**src/rtl/prs_pkg.sv**
```systemverilog
package prs_pkg;
    typedef enum logic [2:0] {
        ST_IDLE,
        ST_WAIT,
        ST_POST,
        ST_SAVE,
        ST_REST,
        ST_PRE,
        ST_RESUME,
        ST_IRQ
    } prs_state_e;

    localparam logic [1:0] LVL_SUB  = 2'd0;
    localparam logic [1:0] LVL_BIN  = 2'd1;
    localparam logic [1:0] LVL_DRAW = 2'd2;
endpackage

```
**src/rtl/prs_pick.sv**
```systemverilog
module prs_pick #(
    parameter int NRING = 4,
    localparam int IW = $clog2(NRING)
) (
    input  logic [NRING-1:0] busy_i,
    output logic             any_o,
    output logic [IW-1:0]    idx_o
);
    always_comb begin
        any_o = |busy_i;
        idx_o = '0;
        for (int i = NRING - 1; i >= 0; i--) begin
            if (busy_i[i]) idx_o = IW'(i);
        end
    end
endmodule

```
**src/rtl/prs_gate.sv**
```systemverilog
module prs_gate
    import prs_pkg::*;
(
    input  logic [1:0] level_i,
    input  logic       tile_i,
    input  logic       skip_i,
    input  logic       sub_i,
    input  logic       bin_i,
    input  logic       draw_i,
    output logic       take_o,
    output logic       light_o
);
    always_comb begin
        case (level_i)
            LVL_BIN:  take_o = tile_i ? bin_i : draw_i;
            LVL_DRAW: take_o = draw_i;
            default:  take_o = sub_i;
        endcase
        light_o = skip_i && tile_i && (level_i == LVL_BIN);
    end
endmodule

```
**src/rtl/prs_rptr_bank.sv**
```systemverilog
module prs_rptr_bank #(
    parameter int NRING = 4,
    parameter int PW    = 16,
    localparam int IW = $clog2(NRING)
) (
    input  logic          clk,
    input  logic          rst_n,
    input  logic          wr_en_i,
    input  logic [IW-1:0] wr_idx_i,
    input  logic [PW-1:0] wr_val_i,
    input  logic [IW-1:0] rd_idx_i,
    output logic [PW-1:0] rd_val_o
);
    logic [NRING*PW-1:0] flat;

    for (genvar g = 0; g < NRING; g++) begin : g_slot
        logic [PW-1:0] val_q;
        always_ff @(posedge clk or negedge rst_n) begin
            if (!rst_n)                                  val_q <= '0;
            else if (wr_en_i && (wr_idx_i == IW'(g)))    val_q <= wr_val_i;
        end
        assign flat[g*PW +: PW] = val_q;
    end

    assign rd_val_o = flat[rd_idx_i*PW +: PW];
endmodule

```
**src/rtl/prio_ring_switcher.sv**
```systemverilog
module prio_ring_switcher
    import prs_pkg::*;
#(
    parameter int NRING  = 4,
    parameter int PTR_W  = 16,
    parameter int HS_LAT = 3
) (
    input  logic                     clk,
    input  logic                     rst_n,
    input  logic [NRING-1:0]         ring_busy_i,
    input  logic                     submit_i,
    input  logic                     complete_i,
    input  logic [1:0]               level_i,
    input  logic                     tile_mode_i,
    input  logic                     skip_save_i,
    input  logic                     sub_bnd_i,
    input  logic                     bin_bnd_i,
    input  logic                     draw_bnd_i,
    input  logic [PTR_W-1:0]         rptr_i,
    output logic [$clog2(NRING)-1:0] active_ring_o,
    output logic                     save_req_o,
    output logic                     restore_req_o,
    output logic                     postamble_req_o,
    output logic                     preamble_req_o,
    output logic                     ctx_light_o,
    output logic                     rptr_load_o,
    output logic [PTR_W-1:0]         rptr_ld_val_o,
    output logic                     irq_o
);
    localparam int IW = $clog2(NRING);
    localparam int CW = (HS_LAT > 1) ? $clog2(HS_LAT) : 1;
    localparam logic [CW-1:0] LAT_M1 = CW'(HS_LAT - 1);

    typedef struct packed {
        prs_state_e    st;
        logic [IW-1:0] act;
        logic [IW-1:0] tgt;
        logic          light;
        logic          pend;
        logic [CW-1:0] cnt;
    } ctl_t;

    ctl_t ctl_d, ctl_q;

    logic          sel_any;
    logic [IW-1:0] sel_idx;
    logic          bnd_take, bnd_light;
    logic          bank_we;
    logic          evt;

    prs_pick #(.NRING(NRING)) pick_i (
        .busy_i (ring_busy_i),
        .any_o  (sel_any),
        .idx_o  (sel_idx)
    );

    prs_gate gate_i (
        .level_i (level_i),
        .tile_i  (tile_mode_i),
        .skip_i  (skip_save_i),
        .sub_i   (sub_bnd_i),
        .bin_i   (bin_bnd_i),
        .draw_i  (draw_bnd_i),
        .take_o  (bnd_take),
        .light_o (bnd_light)
    );

    prs_rptr_bank #(.NRING(NRING), .PW(PTR_W)) bank_i (
        .clk      (clk),
        .rst_n    (rst_n),
        .wr_en_i  (bank_we),
        .wr_idx_i (ctl_q.act),
        .wr_val_i (rptr_i),
        .rd_idx_i (ctl_q.act),
        .rd_val_o (rptr_ld_val_o)
    );

    assign evt = submit_i | complete_i;

    always_comb begin
        ctl_d   = ctl_q;
        bank_we = 1'b0;
        case (ctl_q.st)
            ST_IDLE: begin
                if (evt || ctl_q.pend) begin
                    ctl_d.pend = 1'b0;
                    if (sel_any && (sel_idx != ctl_q.act)) begin
                        ctl_d.st  = ST_WAIT;
                        ctl_d.tgt = sel_idx;
                    end
                end
            end
            ST_WAIT: begin
                if (evt) begin
                    if (!sel_any || (sel_idx == ctl_q.act)) ctl_d.st  = ST_IDLE;
                    else                                    ctl_d.tgt = sel_idx;
                end else if (bnd_take) begin
                    bank_we     = 1'b1;
                    ctl_d.light = bnd_light;
                    ctl_d.cnt   = LAT_M1;
                    ctl_d.st    = bnd_light ? ST_POST : ST_SAVE;
                end
            end
            ST_POST, ST_SAVE, ST_REST, ST_PRE: begin
                if (evt) ctl_d.pend = 1'b1;
                if (ctl_q.cnt != '0) begin
                    ctl_d.cnt = ctl_q.cnt - 1'b1;
                end else begin
                    ctl_d.cnt = LAT_M1;
                    case (ctl_q.st)
                        ST_POST: ctl_d.st = ST_SAVE;
                        ST_SAVE: ctl_d.st = ST_REST;
                        ST_REST: ctl_d.st = ctl_q.light ? ST_PRE : ST_RESUME;
                        default: ctl_d.st = ST_RESUME;
                    endcase
                    if (ctl_d.st == ST_RESUME) ctl_d.act = ctl_q.tgt;
                end
            end
            ST_RESUME: begin
                if (evt) ctl_d.pend = 1'b1;
                ctl_d.st = ST_IRQ;
            end
            default: begin
                if (evt) ctl_d.pend = 1'b1;
                ctl_d.st    = ST_IDLE;
                ctl_d.light = 1'b0;
            end
        endcase
    end

    always_ff @(posedge clk or negedge rst_n) begin
        if (!rst_n) begin
            ctl_q <= '{st: ST_IDLE, act: '0, tgt: '0, light: 1'b0, pend: 1'b0, cnt: '0};
        end else begin
            ctl_q <= ctl_d;
        end
    end

    assign active_ring_o   = ctl_q.act;
    assign postamble_req_o = (ctl_q.st == ST_POST);
    assign save_req_o      = (ctl_q.st == ST_SAVE);
    assign restore_req_o   = (ctl_q.st == ST_REST);
    assign preamble_req_o  = (ctl_q.st == ST_PRE);
    assign ctx_light_o     = ctl_q.light && (save_req_o || restore_req_o);
    assign rptr_load_o     = (ctl_q.st == ST_RESUME);
    assign irq_o           = (ctl_q.st == ST_IRQ);
endmodule

```
**config.mk**
```make
export PLATFORM = sky130hd
export DESIGN_NAME = prio_ring_switcher
export DESIGN_NICKNAME = d
export VERILOG_FILES = /design/src/rtl/prs_pkg.sv /design/src/rtl/prs_pick.sv /design/src/rtl/prs_gate.sv /design/src/rtl/prs_rptr_bank.sv /design/src/rtl/prio_ring_switcher.sv
export SDC_FILE = /design/constraint.sdc
export NUM_CORES = 1
export LEC_CHECK = 0
export BUFFER_PORTS_ARGS = -buffer_cell sky130_fd_sc_hd__clkbuf_2
export CORE_MARGIN = 3
export CORE_UTILIZATION = 60
export CTS_CLUSTER_DIAMETER = 100
export DETAILED_ROUTE_END_ITERATION = 6
export PLACE_DENSITY = 0.9
export SETUP_SLACK_MARGIN = 0.3
export SYNTH_ARGS = -nofsm -noshare
export SYNTH_HDL_FRONTEND = slang
export SYNTH_SLANG_ARGS = --single-unit
```
**constraint.sdc**
```tcl
create_clock -name clk -period 4 [get_ports clk]
set_input_delay 0.4 -clock clk [delete_from_list [all_inputs] [get_ports clk]]
set_output_delay 0.4 -clock clk [all_outputs]
set_load 0.02 [all_outputs]
```
==> flow_summary_export.csv, run 1 <==
group,metric,value,unit
grt,grt_pass1_wl,13.5,mm
logic_synthesis,syn-cell-area,3770,sq um
clocking,clock_sinks,75,
sta,drv_slew,0,
route,wl_per_cell,20.1,microns
logic_synthesis,synth_seq_cells,75,
power,p_switching,969,uW
final_layout,most-common-layout-cells,"74 x dfrtp_1, 69 x mux2_2, 54 x clkbuf_2, 16 x mux4_2, 12 x nor2_1",
setup_path,crit_type,"register to register",
sta,period_minus_slack,2.95,ns
placed_design,gp_congestion,0.873,
final_layout,n_fill_cell,402,
floorplanning,io_pins,56,
sta,grt_setup_unrepaired,"no",
grt,grt-ovfl-total,0,
floorplanning,start_util,62.9,%
placed_design,place_area,4070,sq um
final_layout,drive_above_1_share,49.8,%
final_layout,n_antenna_cell,0,
final_layout,final_cells,408,
grt,grt_start_max_net_pins,39,
setup_path,required,4.23,ns
logic_synthesis,yosysUniqueCellTypes,50,
sta,layout_setup_ws,1.05,ns
final_layout,final_util,71.1,%
sta,fmaxAchievable,0.339,GHz
sta,hold_viol_final,0,
clocking,ctsResizeCount,0,
floorplanning,die_w,85.2,microns
sta,period_share,73.7,%
power,p_seq_share,45.1,%
route,drt-pass1-iter-count,4,
route,vias,2512,
power,cellLeakagePower,2.03,nW
final_layout,finalNetCount,365,
logic_synthesis,synth_nets,312,
route,initialDrtViolationCount,130,
logic_synthesis,synth-edff-count,0,
setup_path,critPathArrivalTime,3.18,ns
floorplanning,die_area,7260,sq um
final_layout,syn_to_final_growth,13.1,%
sta,setup_viol,0,
route,wirelength,8.19,mm
power,power_density,650,nW/um^2
power,power.internal,1.80,mW
logic_synthesis,syn-mean-instance-area,13.6,sq um
job,drv_cap,0,
final_layout,register_area,1880,sq um
grt,first_global_vias,2677,
placed_design,dp.cells,393,
clocking,cts-hold-fix-buffers,0,
route,antenna_left,0,
clocking,cts_buffer_depth,2,
floorplanning,num_rows,28,
grt,grt_antenna_before_repair,0,
sta,relSlewSlack,21.2,%
floorplanning,coreArea,5990,sq um
clocking,cts_root_buffer,"clkbuf_8",
clocking,cts_tree,"built",
grt,grt_usage,24.5,%
final_layout,layout_commonest_cell,"dfrtp_1",
clocking,post_cts_buffers,0,
setup_path,crit_path_start_kind,"register",
logic_synthesis,ys_seq_area_share,49.8,%
power,swShare,35.0,%
final_layout,design_area,4260,sq um
clocking,clk_pin_slew_worst_paths,0.08,ns
setup_path,crit_fanout,16,
route,route.detailed.drc,0,
placed_design,dp_hpwl,5.51,mm
sta,hold_ws,0.138,ns
power,p_clk_share,20.6,%
clocking,worstSkewPairLatency,0.36,ns
logic_synthesis,netlist_instances,276,
floorplanning,die_h,85.2,microns
route,viasPerCell,6.16,
sta,setup_tns,0,ns
clocking,htreeDepth,3,
placed_design,pre_cts_ws,1.13,ns
logic_synthesis,synth-async-reset-ratio,100,%
run_status,status,"complete, no violations",
power,comb_power_share,34.3,%
power,power,2.77,mW
logic_synthesis,synth_warnings,0,
logic_synthesis,synth_ff_type,"dfrtp_1",
final_layout,multiInputGateArea,1760,sq um
setup_path,cp-end-kind,"register",
power,vdd_drop_max,0.000419,V
sta,worstMarginPinSlew,1.18,ns
clocking,cts_made_buffers,9,
worst_hold_path,hold_class,"primary input to asynchronous set/reset pin",
sta,finClkSkew,0.0112,ns
placed_design,port_buffers,55,
-- flip-flops by register name, indices dropped and copies added (netlist names) --
| signal | cells |
|---|---|
| bank_i.g_slot.val_q | 64 |
| ctl_q | 9 |
| active_ring_o | 2 |
-- per-layer routing --
metal  GRT usage (%)  vias up  part of all wire (%)
met5               0        -                     0
met4            9.35        0                   1.4
met3            4.66       10                   5.2
met2            40.3       73                    52
met1            32.4     1297                    41
li1                -     1132                     -
-- logic make-up (layout without fill, tap and decap cells) --
group	after synthesis	count (layout)	synth area share [%]
DFF	75	75	49.8
AOI/OAI and AO/OA	34	34	6.64
and+or+nand+nor	48	48	7.54
muxes	86	86	30.5
xor gates and xnor gates	2	2	0.465
buffers and inverters	26	83	3.39
adders and majority gates	5	5	1.66
-- synth_stat cells (all sizes together), types with 2 or more instances --
master / instances / share of area, %
clkbuf: 5 / 0.50
o21a: 3 / 0.60
a211oi: 2 / 0.40
a31oi: 2 / 0.33
mux4: 16 / 9.6
inv: 9 / 0.90
a21oi: 4 / 0.53
nand3: 2 / 0.27
nor3b: 3 / 0.90
nor2: 14 / 1.5
nand2: 9 / 0.90
o31ai: 2 / 0.40
nor3: 9 / 1.8
nand2b: 2 / 0.33
o21ai: 7 / 1.0
xor2: 2 / 0.47
a32o: 3 / 0.80
buf: 11 / 1.9
dfrtp: 75 / 50
mux2: 69 / 21
ha: 5 / 1.7
-- cell type report --
type | instances | area share [%]
clock buffer | 9 | 2.91
clock inverter | 6 | 1.53
inverter | 10 | 0.882
multi-input combinational | 175 | 41.4
sequential | 75 | 44.1
tap | 75 | 2.20
timing repair buffer | 58 | 6.99
-- worst paths after layout --
kind                       cells past startpoint                         end                  startpoint  slack (ns)
hold / removal                                 1  bank_i.g_slot[1].val_q[13]                       rst_n        0.14
hold reg to reg                                1  bank_i.g_slot[0].val_q[14]  bank_i.g_slot[0].val_q[14]        0.51
max in group asynchronous                      2            active_ring_o[0]                       rst_n        2.82
min in group clk                               2  bank_i.g_slot[2].val_q[12]                  rptr_i[12]        0.32
setup / recovery                               5   bank_i.g_slot[2].val_q[2]                    ctl_q[8]        1.05
setup reg to reg                               5   bank_i.g_slot[2].val_q[2]                    ctl_q[8]        1.05
-- power by group through the flow --
stage | combinational, mW | sequential [mW] | clock [mW]
2_1_floorplan | 0.826 | 1.10 | 0
3_3_place_gp | 0.909 | 1.23 | 0
3_5_place_dp | 0.939 | 1.26 | 0
4_1_cts | 0.954 | 1.25 | 0.577
5_1_grt | 1.02 | 1.29 | 0.611
6_report | 0.950 | 1.25 | 0.570
-- critical path, stage by stage (launching register included) --
cell,delay [ns]
dfrtp_1,0.63
or3b_1,0.52
nor3_4,0.25
o21ai_2,0.21
nor3b_4,0.80
mux2_2,0.43
(Power assumes the default switching activity.)
==> run 2, diff against run 1 <==
- CORE_UTILIZATION: 60 -> 57
- PLACE_DENSITY: 0.9 -> 0.87
- clock period: 4 -> 2.9 ns (I/O delays scaled with it)
==> run 2 against run 1 <==
Against the previous run:
- sequential cell count stayed put
- register-to-register slack worse by 0.56 ns
- routed wire length is 4.5% lower
- sequential power is 32% higher
- cell count is 1.5% higher
- global-route usage is 2.1 points lower
- first-iteration DRC count is 12% lower
- utilization is 0.72 points lower
- fmax is 22% higher
- worst setup slack worse by 0.56 ns
- clock power is 58% higher
- via count is 0.68% lower
- critical path type unchanged
- largest cell class unchanged
==> flow_summary_export.csv, run 2 (synthesis gave the netlist of run 1 again) <==
group,metric,value,unit
placed_design,place_area,4110,sq um
clocking,cts_made_buffers,9,
route,antenna_left,0,
grt,grt_antenna_before_repair,0,
floorplanning,die_area,7620,sq um
sta,worstMarginPinSlew,0.923,ns
final_layout,n_fill_cell,424,
grt,grt_pass1_wl,12.9,mm
clocking,worstSkewPairLatency,0.35,ns
grt,grt_usage,22.4,%
sta,relSlewSlack,38.4,%
floorplanning,coreArea,6170,sq um
sta,setup_viol,0,
floorplanning,io_pins,56,
route,viasPerCell,6.03,
grt,grt_use_met2,36.0,%
sta,hold_viol_final,0,
setup_path,crit_fanout,16,
placed_design,gp_congestion,0.964,
setup_path,cp_slowest_cell,"dfrtp_1",
placed_design,port_buffers,55,
setup_path,rr_startpoint,"ctl_q[10]",
power,power,3.93,mW
placed_design,dp_hpwl,5.34,mm
power,cellLeakagePower,2.08,nW
power,vdd_drop_max,0.000694,V
route,wirelength,7.82,mm
sta,period_share,83.1,%
clocking,cts-hold-fix-buffers,0,
setup_path,cp_slowest_stage_delay,0.53,ns
final_layout,largest_register,"bank_i.g_slot.val_q",
grt,use_met3,5.30,%
floorplanning,die_w,87.3,microns
route,wl_per_cell,18.9,microns
grt,grt-ovfl-total,0,
floorplanning,num_rows,28,
grt,busiest_layer,"met2",
route,drt-pass1-iter-count,4,
final_layout,syn_to_final_growth,15.2,%
clocking,clk_pin_slew_worst_paths,0.08,ns
sta,drv_slew,0,
clocking,htreeDepth,3,
sta,finClkSkew,0.00526,ns
route,initialDrtViolationCount,114,
setup_path,ff2ff_setup_slack,0.49,ns
job,drv_cap,0,
sta,setup_tns,0,ns
route,vias,2495,
power,power_density,907,nW/um^2
grt,first_global_vias,2579,
final_layout,layout_commonest_cell,"dfrtp_1",
final_layout,n_antenna_cell,0,
route,route.detailed.drc,0,
setup_path,cp-end-kind,"register",
sta,period_minus_slack,2.41,ns
setup_path,required,3.13,ns
clocking,clock_sinks,75,
grt,grt_start_max_net_pins,76,
setup_path,critPathArrivalTime,2.65,ns
final_layout,most-common-layout-cells,"73 x dfrtp_1, 69 x mux2_2, 54 x clkbuf_2, 16 x mux4_2, 12 x nor2_1",
placed_design,pre_cts_ws,0.402,ns
floorplanning,die_h,87.3,microns
setup_path,r2r_end,"bank_i.g_slot[2].val_q[1]",
setup_path,crit_type,"register to register",
grt,use_met1,29.4,%
sta,layout_setup_ws,0.489,ns
setup_path,worstRegToRegCells,6,
setup_path,cpLargestDelayFamily,"simple AND/OR/NAND/NOR gates",
sta,grt_setup_unrepaired,"no",
setup_path,path_buf_inv,1,
final_layout,finalNetCount,370,
final_layout,design_area,4340,sq um
floorplanning,start_util,61.1,%
clocking,cts_tree,"built",
final_layout,drive_above_1_share,51.3,%
final_layout,largest_register_ffs,64,
run_status,status,"complete, no violations",
setup_path,path_cells,"or3b_4 > nor3_4 > o21ai_2 > nor3b_4 > buf_4 > mux2_2",
worst_hold_path,hold_class,"primary input to asynchronous set/reset pin",
sta,fmaxAchievable,0.415,GHz
clocking,cts_root_buffer,"clkbuf_8",
clocking,cts_buffer_depth,2,
setup_path,crit_path_start_kind,"register",
==> run 2: cell types whose count changed in the layout (fill, tap and decap cells not counted), sizes merged <==
cell,previous run,this run
bufinv,1,2
buf,4,9
clkbuf,63,64
clkinvlp,1,0
==> run 2: how the worst max path moves through the flow <==
stage	cells past startpoint	slack, ns	end	startpoint
finish	6	0.49	bank_i.g_slot[2].val_q[1]	ctl_q[10]
floorplan	4	0.63	rptr_ld_val_o[10]	active_ring_o[0]
detailed placement	6	0.40	bank_i.g_slot[2].val_q[6]	ctl_q[8]
global placement	6	0.48	bank_i.g_slot[2].val_q[9]	ctl_q[8]
global route	6	0.36	bank_i.g_slot[2].val_q[4]	ctl_q[10]
CTS	6	0.38	bank_i.g_slot[2].val_q[1]	ctl_q[8]
==> run 2: report_power, final <==
part / internal [mW] / switching [mW]
Sequential: 1.38 / 0.270
Combinational: 0.726 / 0.654
Clock: 0.509 / 0.394
==> run 2: final cells by class <==
| class | count | area [sq um] | share of cell area [%] |
|---|---|---|---|
| Timing Repair Buffer | 63 | 338 | 7.79 |
| Sequential cell | 75 | 1880 | 43.3 |
| Inverter | 10 | 37.5 | 0.865 |
| Multi-Input combinational cell | 175 | 1760 | 40.7 |
| Tap cell | 75 | 93.8 | 2.16 |
| Clock buffer | 10 | 138 | 3.17 |
| Clock inverter | 6 | 87.6 | 2.02 |
==> run 2: metal layers <==
| metal | wire (microns) | share of wire [%] |
|---|---|---|
| met2 | 4020 | 51 |
| met4 | 136 | 1.7 |
| met3 | 334 | 4.3 |
| met5 | 0 | 0 |
| met1 | 3330 | 43 |
==> run 2: worst reg2reg max path: cells and delay by family, from the launching register on <==
family | cells | cell delay, ns
mux | 1 | 0.39
compound gates | 1 | 0.19
simple gates | 3 | 0.91
flops | 1 | 0.53
buf+inv | 1 | 0.28
==> run 2: repair_timing <==
action                                  in CTS  in global routing
buffers inserted                             0                  0
endpoints found under the setup margin       0                 60
resized for setup                            0                  2
==> run 2: stage by stage <==
step | utilization (%) | instances | hold WS, ns
after CTS | 70.3 | 414 | 0.0989
final | 70.4 | 414 | 0.0559
after global placement | 66.6 | 398 | 0.481
after floorplan | - | 276 | -0.00559
after global routing | 70.4 | 414 | 0.127
after detailed placement | 66.6 | 398 | 0.481
